===== src/rtl/uart_csr_pkg.sv =====
package uart_csr_pkg;

  localparam int NREG      = 9;
  localparam int IRQ_N     = 4;

  // word offsets
  localparam int OFS_ISTATE = 0;
  localparam int OFS_IEN    = 1;
  localparam int OFS_ITEST  = 2;
  localparam int OFS_CTRL   = 3;
  localparam int OFS_STATUS = 4;
  localparam int OFS_RDATA  = 5;
  localparam int OFS_WDATA  = 6;
  localparam int OFS_FCTRL  = 7;
  localparam int OFS_FSTAT  = 8;

  // interrupt bit positions
  localparam int IB_TXWM  = 0;
  localparam int IB_RXWM  = 1;
  localparam int IB_TXEMP = 2;
  localparam int IB_RXOVF = 3;

  // status bit positions
  localparam int SB_TXFULL = 0;
  localparam int SB_RXFULL = 1;
  localparam int SB_TXEMP  = 2;
  localparam int SB_TXIDLE = 3;
  localparam int SB_RXIDLE = 4;
  localparam int SB_RXEMP  = 5;

  // control / fifo control fields
  localparam int CB_RXEN     = 1;
  localparam int FB_TXCLR    = 1;
  localparam int F_RXLVL_LSB = 2;

  // sticky merge: clear first, then set, so a set always wins
  function automatic logic [IRQ_N-1:0] irq_merge(input logic [IRQ_N-1:0] cur,
                                                  input logic [IRQ_N-1:0] clr,
                                                  input logic [IRQ_N-1:0] set);
    return (cur & ~clr) | set;
  endfunction

  function automatic logic wm_hit(input logic [31:0] cnt, input logic [31:0] lvl);
    return cnt > lvl;
  endfunction

endpackage


===== src/rtl/uart_csr_decode.sv =====
module uart_csr_decode
  import uart_csr_pkg::*;
#(
  parameter int ADDR_W = 10,
  localparam int WORD_W = ADDR_W - 2
) (
  input  logic              req_valid,
  input  logic              req_write,
  input  logic [ADDR_W-1:0] req_addr,
  input  logic [3:0]        req_be,
  output logic              acc_ok,
  output logic [WORD_W-1:0] word_idx,
  output logic [NREG-1:0]   wr_sel,
  output logic [NREG-1:0]   rd_sel
);

  assign word_idx = req_addr[ADDR_W-1:2];
  assign acc_ok   = req_valid && (&req_be) && (req_addr[1:0] == 2'b00);

  for (genvar g = 0; g < NREG; g++) begin : g_sel
    logic hit;
    assign hit       = acc_ok && (word_idx == WORD_W'(g));
    assign wr_sel[g] = hit && req_write;
    assign rd_sel[g] = hit && !req_write;
  end

endmodule


===== src/rtl/uart_csr_irq.sv =====
module uart_csr_irq
  import uart_csr_pkg::*;
(
  input  logic             clk,
  input  logic             rst_n,
  input  logic             wr_state,
  input  logic             wr_enable,
  input  logic             wr_test,
  input  logic [IRQ_N-1:0] wdata,
  input  logic [IRQ_N-1:0] events,
  output logic [IRQ_N-1:0] state_q,
  output logic [IRQ_N-1:0] enable_q,
  output logic [IRQ_N-1:0] irq_o
);

  logic [IRQ_N-1:0] clr_vec;
  logic [IRQ_N-1:0] set_vec;

  assign clr_vec = wr_state ? wdata : '0;
  assign set_vec = events | (wr_test ? wdata : '0);

  always_ff @(posedge clk or negedge rst_n) begin
    if (!rst_n) begin
      state_q  <= '0;
      enable_q <= '0;
    end else begin
      state_q <= irq_merge(state_q, clr_vec, set_vec);
      if (wr_enable) enable_q <= wdata;
    end
  end

  for (genvar i = 0; i < IRQ_N; i++) begin : g_irq
    assign irq_o[i] = state_q[i] & enable_q[i];
  end

endmodule


===== src/rtl/uart_csr_rx.sv =====
module uart_csr_rx
  import uart_csr_pkg::*;
#(
  parameter int RXCNT_W = 4,
  parameter int RXLVL_W = 3
) (
  input  logic               clk,
  input  logic               rst_n,
  input  logic               rx_en,
  input  logic               rx_valid,
  input  logic [7:0]         rx_data,
  input  logic [RXCNT_W-1:0] rx_count,
  input  logic [RXLVL_W-1:0] rx_level,
  input  logic               rd_data,
  output logic [7:0]         data_q,
  output logic               idle_q,
  output logic               empty_q,
  output logic               accept,
  output logic               wm_event
);

  assign accept   = rx_valid && rx_en;
  assign wm_event = accept && wm_hit(32'(rx_count), 32'(rx_level));

  always_ff @(posedge clk or negedge rst_n) begin
    if (!rst_n) begin
      data_q  <= '0;
      idle_q  <= 1'b1;
      empty_q <= 1'b1;
    end else if (accept) begin
      data_q  <= rx_data;
      idle_q  <= 1'b0;
      empty_q <= 1'b0;
    end else if (rd_data && rx_en) begin
      idle_q  <= 1'b1;
      empty_q <= 1'b1;
    end
  end

endmodule


===== src/rtl/uart_csr_bank.sv =====
module uart_csr_bank
  import uart_csr_pkg::*;
#(
  parameter int ADDR_W   = 10,
  parameter int TX_DEPTH = 16,
  parameter int RXCNT_W  = 4,
  parameter int RXLVL_W  = 3,
  localparam int TXLVL_W = $clog2(TX_DEPTH + 1),
  localparam int WORD_W  = ADDR_W - 2
) (
  input  logic               clk,
  input  logic               rst_n,
  input  logic               req_valid,
  input  logic               req_write,
  input  logic [ADDR_W-1:0]  req_addr,
  input  logic [3:0]         req_be,
  input  logic [31:0]        req_wdata,
  output logic [31:0]        rsp_rdata,
  input  logic               ev_tx_wm,
  input  logic               ev_tx_empty,
  input  logic               ev_rx_ovf,
  input  logic               rx_valid,
  input  logic [7:0]         rx_data,
  input  logic [RXCNT_W-1:0] rx_count,
  input  logic [TXLVL_W-1:0] tx_level,
  output logic               irq_tx_wm,
  output logic               irq_rx_wm,
  output logic               irq_tx_empty,
  output logic               irq_rx_ovf,
  output logic [31:0]        cfg_ctrl,
  output logic [31:0]        cfg_fifo_ctrl,
  output logic               tx_push,
  output logic [7:0]         tx_push_data,
  output logic               tx_fifo_clr
);

  logic              acc_ok;
  logic [WORD_W-1:0] word_idx;
  logic [NREG-1:0]   wr_sel;
  logic [NREG-1:0]   rd_sel;

  uart_csr_decode #(.ADDR_W(ADDR_W)) u_dec (
    .req_valid(req_valid), .req_write(req_write), .req_addr(req_addr),
    .req_be(req_be), .acc_ok(acc_ok), .word_idx(word_idx),
    .wr_sel(wr_sel), .rd_sel(rd_sel)
  );

  logic [31:0] ctrl_q;
  logic [31:0] fctrl_q;

  always_ff @(posedge clk or negedge rst_n) begin
    if (!rst_n) begin
      ctrl_q  <= '0;
      fctrl_q <= '0;
    end else begin
      if (wr_sel[OFS_CTRL])  ctrl_q  <= req_wdata;
      if (wr_sel[OFS_FCTRL]) fctrl_q <= req_wdata;
    end
  end

  // receive side
  logic       rx_en;
  logic [7:0] rdata_q;
  logic       rx_idle_q;
  logic       rx_empty_q;
  logic       rx_accept;
  logic       rx_wm_event;

  assign rx_en = ctrl_q[CB_RXEN];

  uart_csr_rx #(.RXCNT_W(RXCNT_W), .RXLVL_W(RXLVL_W)) u_rx (
    .clk(clk), .rst_n(rst_n), .rx_en(rx_en), .rx_valid(rx_valid),
    .rx_data(rx_data), .rx_count(rx_count),
    .rx_level(fctrl_q[F_RXLVL_LSB +: RXLVL_W]),
    .rd_data(rd_sel[OFS_RDATA]), .data_q(rdata_q), .idle_q(rx_idle_q),
    .empty_q(rx_empty_q), .accept(rx_accept), .wm_event(rx_wm_event)
  );

  // interrupts
  logic [IRQ_N-1:0] irq_events;
  logic [IRQ_N-1:0] istate_q;
  logic [IRQ_N-1:0] ien_q;
  logic [IRQ_N-1:0] irq_vec;

  always_comb begin
    irq_events           = '0;
    irq_events[IB_TXWM]  = ev_tx_wm;
    irq_events[IB_RXWM]  = rx_wm_event;
    irq_events[IB_TXEMP] = ev_tx_empty;
    irq_events[IB_RXOVF] = ev_rx_ovf;
  end

  uart_csr_irq u_irq (
    .clk(clk), .rst_n(rst_n), .wr_state(wr_sel[OFS_ISTATE]),
    .wr_enable(wr_sel[OFS_IEN]), .wr_test(wr_sel[OFS_ITEST]),
    .wdata(req_wdata[IRQ_N-1:0]), .events(irq_events),
    .state_q(istate_q), .enable_q(ien_q), .irq_o(irq_vec)
  );

  assign irq_tx_wm    = irq_vec[IB_TXWM];
  assign irq_rx_wm    = irq_vec[IB_RXWM];
  assign irq_tx_empty = irq_vec[IB_TXEMP];
  assign irq_rx_ovf   = irq_vec[IB_RXOVF];

  // transmit status, registered from the FIFO level
  logic tx_full_q;
  logic tx_empty_q;
  logic tx_idle_q;

  always_ff @(posedge clk or negedge rst_n) begin
    if (!rst_n) begin
      tx_full_q  <= 1'b0;
      tx_empty_q <= 1'b1;
      tx_idle_q  <= 1'b1;
    end else begin
      tx_full_q  <= (tx_level == TXLVL_W'(TX_DEPTH));
      tx_empty_q <= (tx_level == '0);
      tx_idle_q  <= (tx_level == '0);
    end
  end

  logic [31:0] status_w;
  always_comb begin
    status_w            = '0;
    status_w[SB_TXFULL] = tx_full_q;
    status_w[SB_RXFULL] = !rx_empty_q;
    status_w[SB_TXEMP]  = tx_empty_q;
    status_w[SB_TXIDLE] = tx_idle_q;
    status_w[SB_RXIDLE] = rx_idle_q;
    status_w[SB_RXEMP]  = rx_empty_q;
  end

  // read mux
  always_comb begin
    rsp_rdata = '0;
    if (acc_ok && !req_write) begin
      case (word_idx)
        WORD_W'(OFS_ISTATE): rsp_rdata = 32'(istate_q);
        WORD_W'(OFS_IEN):    rsp_rdata = 32'(ien_q);
        WORD_W'(OFS_CTRL):   rsp_rdata = ctrl_q;
        WORD_W'(OFS_STATUS): rsp_rdata = status_w;
        WORD_W'(OFS_RDATA):  rsp_rdata = 32'(rdata_q);
        WORD_W'(OFS_FCTRL):  rsp_rdata = fctrl_q;
        WORD_W'(OFS_FSTAT):  rsp_rdata = 32'(tx_level);
        default:             rsp_rdata = '0;
      endcase
    end
  end

  assign cfg_ctrl      = ctrl_q;
  assign cfg_fifo_ctrl = fctrl_q;
  assign tx_push       = wr_sel[OFS_WDATA];
  assign tx_push_data  = req_wdata[7:0];
  assign tx_fifo_clr   = wr_sel[OFS_FCTRL] && req_wdata[FB_TXCLR];

endmodule


===== config.mk =====
export PLATFORM = sky130hd
export DESIGN_NAME = uart_csr_bank
export DESIGN_NICKNAME = d
export VERILOG_FILES = /design/src/rtl/uart_csr_pkg.sv /design/src/rtl/uart_csr_decode.sv /design/src/rtl/uart_csr_irq.sv /design/src/rtl/uart_csr_rx.sv /design/src/rtl/uart_csr_bank.sv
export SDC_FILE = /design/constraint.sdc
export NUM_CORES = 1
export LEC_CHECK = 0
export BUFFER_PORTS_ARGS = -buffer_cell sky130_fd_sc_hd__buf_2
export CORE_MARGIN = 1.5
export CORE_UTILIZATION = 46
export CTS_CLUSTER_DIAMETER = 50
export DETAILED_ROUTE_END_ITERATION = 12
export PLACE_DENSITY = 0.87
export SYNTH_ARGS = -nofsm -noshare
export SYNTH_HDL_FRONTEND = slang
export SYNTH_SLANG_ARGS = --single-unit

===== constraint.sdc =====
create_clock -name clk -period 3.55 [get_ports clk]
set_input_delay 0.1775 -clock clk [delete_from_list [all_inputs] [get_ports clk]]
set_output_delay 0.1775 -clock clk [all_outputs]
set_load 0.01 [all_outputs]

==> Yosys cells after proc, flatten, opt, wreduce, memory -nomap -nowiden <==
Index checks and enable logic that the tools add are counted.
Widths: inputs -> output; s select.
{ "op_classes": {"muxes": 6, "n_bitwise": 8, "reduce_logical": 28, "magnitude_cmp": 1, "eq_ne": 9} }
{ "ops": {"columns": ["operator", "n"], "rows": [
  ["$pmux 32 s7", 1],
  ["$eq 8x3->1 const B", 4],
  ["$mux 32", 1],
  ["$logic_and 1x1->1", 21],
  ["$eq 8x2->1 const B", 2],
  ["$eq 8x1->1 const B", 1],
  ["$eq 8x4->1 const B", 1],
  ["$logic_not 8->1", 1],
  ["$mux 4", 2],
  ["$or 4x4->4", 2],
  ["$eq 5x5->1 const B", 1],
  ["$logic_not 5->1", 1],
  ["$and 1x1->1", 4],
  ["$and 4x4->4", 1],
  ["$gt 4x3->1", 1],
  ["$not 4->4", 1],
  ["$reduce_and 4->1", 1],
  ["$logic_not 1->1", 2],
  ["$logic_not 2->1", 1],
  ["$mux 1", 2],
  ["$reduce_bool 2->1", 1]
]} }
{ "totals": {"wordCells": 60, "output_inout_bits": 110, "ff_bits": 83} }

==> Depth between registers and ports, before layout <==
{ "logic_depth": {"word_depth": 9, "depth_mapped": 7, "mapped_depth_nobuf": 6} }

==> By module <==
Synthesis repeated with hierarchy kept, for this count alone.
{ "hier_totals": {"cells_unflattened": 391, "hier_area_um2": 4529.3} }
{ "by_module_without_submodules": {"columns": ["module", "area_per_inst_um2", "seq_area_each_um2", "cells_each", "instances"], "rows": [
  ["uart_csr_bank", 3449.6, 1652.8, 285, 1],
  ["uart_csr_rx", 430.4, 226.5, 32, 1],
  ["uart_csr_irq", 325.3, 200.2, 24, 1],
  ["uart_csr_decode", 324.1, 0.0, 50, 1]
]} }

==> Worst setup path after synthesis <==
No wires, ideal clock.
{ "synth_timing": {"kind": "input to output", "from": "input port req_addr[7]", "to": "output port rsp_rdata[11]", "stages": 5, "arrival_ns": 1.487, "slack_ns": 1.886, "cell_sequence": "nor4_4 -> and2b_2 -> nand4_1 -> clkbuf_1 -> nor2_1"} }
{ "synth_via": {"elab_chain_cells": 3} }
{ "synth_rtl": {"columns": ["item", "line_no", "text"], "rows": [
  ["start: declaration", "uart_csr_bank.sv:15", "input logic [ADDR_W-1:0] req_addr,"],
  ["$eq 8x4->1, or another cell as far along", null, null],
  ["$pmux 32 s7 *", "uart_csr_bank.sv:137", "case (word_idx)"],
  ["$mux 32 *", "uart_csr_bank.sv:136", "if (acc_ok && !req_write) begin"],
  ["end: declaration", "uart_csr_bank.sv:18", "output logic [31:0] rsp_rdata,"]
]} }
Mark *: on every way between the ends. The rest lies on a longest branch, timed or not.

==> Worst setup path in the final report <==
{ "layout_timing": {"from": "input port req_addr[4]", "to": "output port rsp_rdata[2]"} }
Same word-level chain as after synthesis.

==> qor.yml <==
skew_ps: 11.3
endpoint_kind_of_the_worst_setup_timing_path: "output pin"
vias_in_the_first_global_route: 3487
postSynthNetCount: 427
antenna-diode-count: 0
die-height_um: 101
fin_crit_ps: 2140
fin_nets: 598
cell_count_after_synthesis: 353
report.final.slew_viol_count: 0
worstSetupPathType: "in -> out"
power_density_mw_per_mm2: 323
use_met2: 0.380
maxCapViolations: 0
cp.arrival_ps: 1960
post-dp-hpwl_um: 8730
globalRoute.busiestLayer: "met2"
buffers_added_on_ports: 180
groute.usage.overall: 0.234
layout.cells.most_common_list: "sky130_fd_sc_hd__buf_2 (179), sky130_fd_sc_hd__dfrtp_1 (81), sky130_fd_sc_hd__mux2_2 (50), sky130_fd_sc_hd__nor2_1 (35), sky130_fd_sc_hd__mux2i_1 (32)"
grtUsageMet1: 0.309
setup_tns_ps: 0
postSynthAreaPerCell_sq_um: 12.4
worstSkewPairLatency_ps: 350
synth-edff-count: 0
overflow: 0
cts-root-to-sink-buffers: 2
relSlewSlack: 0.316
numCtsBuffers: 9
drt_iter0_markers: 178
grt_first_pass_wirelength_um: 18100
design.portCount: 181
detail_route.wl_per_cell_um: 18.0
ratio_of_cells_with_drive_above_1_in_the_final_layout: 0.543
yosys_most_used_dff: "sky130_fd_sc_hd__dfrtp_1"
placeableCoreArea_sq_mm: 0.00924
violations: "negative hold slack"
htree_num_levels: 3
critical_path_peak_fanout: 29
final_routed_drc_violation_total: 0
grt_antenna_before_repair: 0
run_status: "finished, violations left"
timing.critical_path.buf_inv: 3
holdWs_ps: -2.36
postSynth.asyncResetShare: 1.00
tritoncts: "done"
drt_first_pass_iters: 5
critPathTopFamily: "buffers and inverters"
layout.cells.most_common: "sky130_fd_sc_hd__buf_2"
area.growth.synth_to_final_pct: 26.7
critPathLaunchType: "input port"
setup_viol: 0
placement_rows: 35
peakVddDrop_uv: 218
route.detailed.vias_per_inst: 5.43
critPathMostFrequentCell: "sky130_fd_sc_hd__buf_2"
chipWidth_um: 101
power_leakage_nw: 3.16
drt.antenna.violating_nets: 0
worst_path_largest_cell_delay_ps: 340
path_clk_slew_ps: 90
grt_use_met3: 0.0562
required_worst_endpoint_ps: 3370
grt_max_degree: 84
dpl_cell_area_sq_mm: 0.00532
fp.dieArea_sq_mm: 0.0101
worst_pin_slew_ps: 1030
post_cts_resize_count: 0
maxClockFrequency_mhz: 468
hold_class: "in -> async"
cp.depth: 7
synth-seq-area-share: 0.473
final_hold_viol_count: 2
synth.distinct_cells: 43
postRouteWirelength_um: 11900
syn-cell-area_sq_mm: 0.00439
cts_root_buf: "sky130_fd_sc_hd__clkbuf_8"
timing.reg2reg.worst_path_depth: 6
grt_setup_unrepaired: "no"
starting_utilization_of_the_core_area: 0.476
final_design_area_no_fill_sq_mm: 0.00557
min_period_over_period: 0.602
cp_cell_sequence: "buf_2 -> buf_4 -> o21a_1 -> nor2_1 -> nand3_1 -> a31oi_1 -> buf_2"
num_vias: 3571
clock_sinks: 83
ys_warn_count: 0
yosys_register_bits: 83
cp_slowest_cell: "sky130_fd_sc_hd__buf_4"
gpl.final_weighted_congestion: 0.878
rrSetupSlack_ps: 1930
## per-stage QoR
step            util  std cells  total power [W]  setup WS (ps)
2_1_floorplan      -        353          0.00102           1890
3_3_place_gp   0.575        638          0.00110           1430
3_5_place_dp   0.575        638          0.00110           1310
4_1_cts        0.601        657          0.00181           1470
5_1_grt        0.602        658          0.00187           1330
6_report       0.602        658          0.00180           1410
## what timing repair did
action | in CTS | in global routing
hold buffers | 3 | 1
setup buffers | 0 | 0
setup endpoints to repair | 0 | 0
hold endpoints to repair | 3 | 1
## layer usage
metal / routed length [um] / vias up
met1: 4970 / 1728
li1: - / 1610
met5: 0 / -
met4: 256 / 0
met3: 997 / 22
met2: 5640 / 211
## final timing paths
check / start / to
setup / recovery: req_addr[4] / rsp_rdata[2]
hold / removal: rst_n / u_irq.enable_q[2]
setup reg to reg: cfg_fifo_ctrl[3] / u_irq.state_q[1]
hold reg to reg: u_rx.data_q[7] / u_rx.data_q[7]
max in group asynchronous: rst_n / u_rx.data_q[7]
min in group clk: ev_rx_ovf / u_irq.state_q[3]
## synth_stat cells (2+ instances only)
cell	count	share of area
sky130_fd_sc_hd__nor4_1	2	0.0028
sky130_fd_sc_hd__dfrtp_1	81	0.46
sky130_fd_sc_hd__o21a_1	2	0.0034
sky130_fd_sc_hd__a31oi_1	3	0.0043
sky130_fd_sc_hd__a211o_1	3	0.0060
sky130_fd_sc_hd__clkbuf_1	6	0.0051
sky130_fd_sc_hd__a22o_1	4	0.0080
sky130_fd_sc_hd__and3_1	5	0.0071
sky130_fd_sc_hd__mux2i_1	32	0.073
sky130_fd_sc_hd__a21oi_1	4	0.0046
sky130_fd_sc_hd__ha_1	3	0.0085
sky130_fd_sc_hd__dfstp_2	2	0.012
sky130_fd_sc_hd__nand3_1	9	0.010
sky130_fd_sc_hd__a22oi_1	4	0.0068
sky130_fd_sc_hd__mux2_4	30	0.10
sky130_fd_sc_hd__buf_6	3	0.0077
sky130_fd_sc_hd__and2_1	6	0.0085
sky130_fd_sc_hd__o21ai_0	3	0.0034
sky130_fd_sc_hd__mux2_2	50	0.13
sky130_fd_sc_hd__nand2_1	6	0.0051
sky130_fd_sc_hd__nor4b_1	5	0.010
sky130_fd_sc_hd__and4_1	3	0.0060
sky130_fd_sc_hd__buf_2	11	0.013
sky130_fd_sc_hd__buf_4	9	0.015
sky130_fd_sc_hd__inv_1	5	0.0043
sky130_fd_sc_hd__nor2b_1	5	0.0071
sky130_fd_sc_hd__nor2_1	35	0.030
sky130_fd_sc_hd__o2bb2ai_1	2	0.0040
sky130_fd_sc_hd__nand4_1	6	0.0085
## where the power goes
group          switching [W]  internal, W  leakage, nW
clock               0.000359     0.000352        0.108
sequential        0.00000103     0.000946         1.14
combinational      0.0000836    0.0000561         1.91
total               0.000444      0.00135         3.16
## cell families after synthesis
family / share of synthesized area
fa+ha+maj: 0.00854
compound gates: 0.0490
flops: 0.473
mux: 0.306
simple gates: 0.118
buf+inv: 0.0450
## sequential cells by signal (all words and copies together), names as in the netlist
| register | count |
|---|---|
| u_irq.state_q | 4 |
| u_irq.enable_q | 4 |
| cfg_fifo_ctrl | 32 |
| u_rx.data_q | 8 |
| tx_idle_q | 1 |
| cfg_ctrl | 32 |
| tx_full_q | 1 |
| u_rx.empty_q | 1 |
## layout make-up
type	count	area [sq um]
Fill cell	748	3670
Multi-Input combinational cell	236	2120
Sequential cell	83	2080
Timing Repair Buffer	189	981
Tap cell	129	161
Clock buffer	10	138
Clock inverter	6	70.1
Inverter	5	18.8
Power figures use the tool's default switching activity.
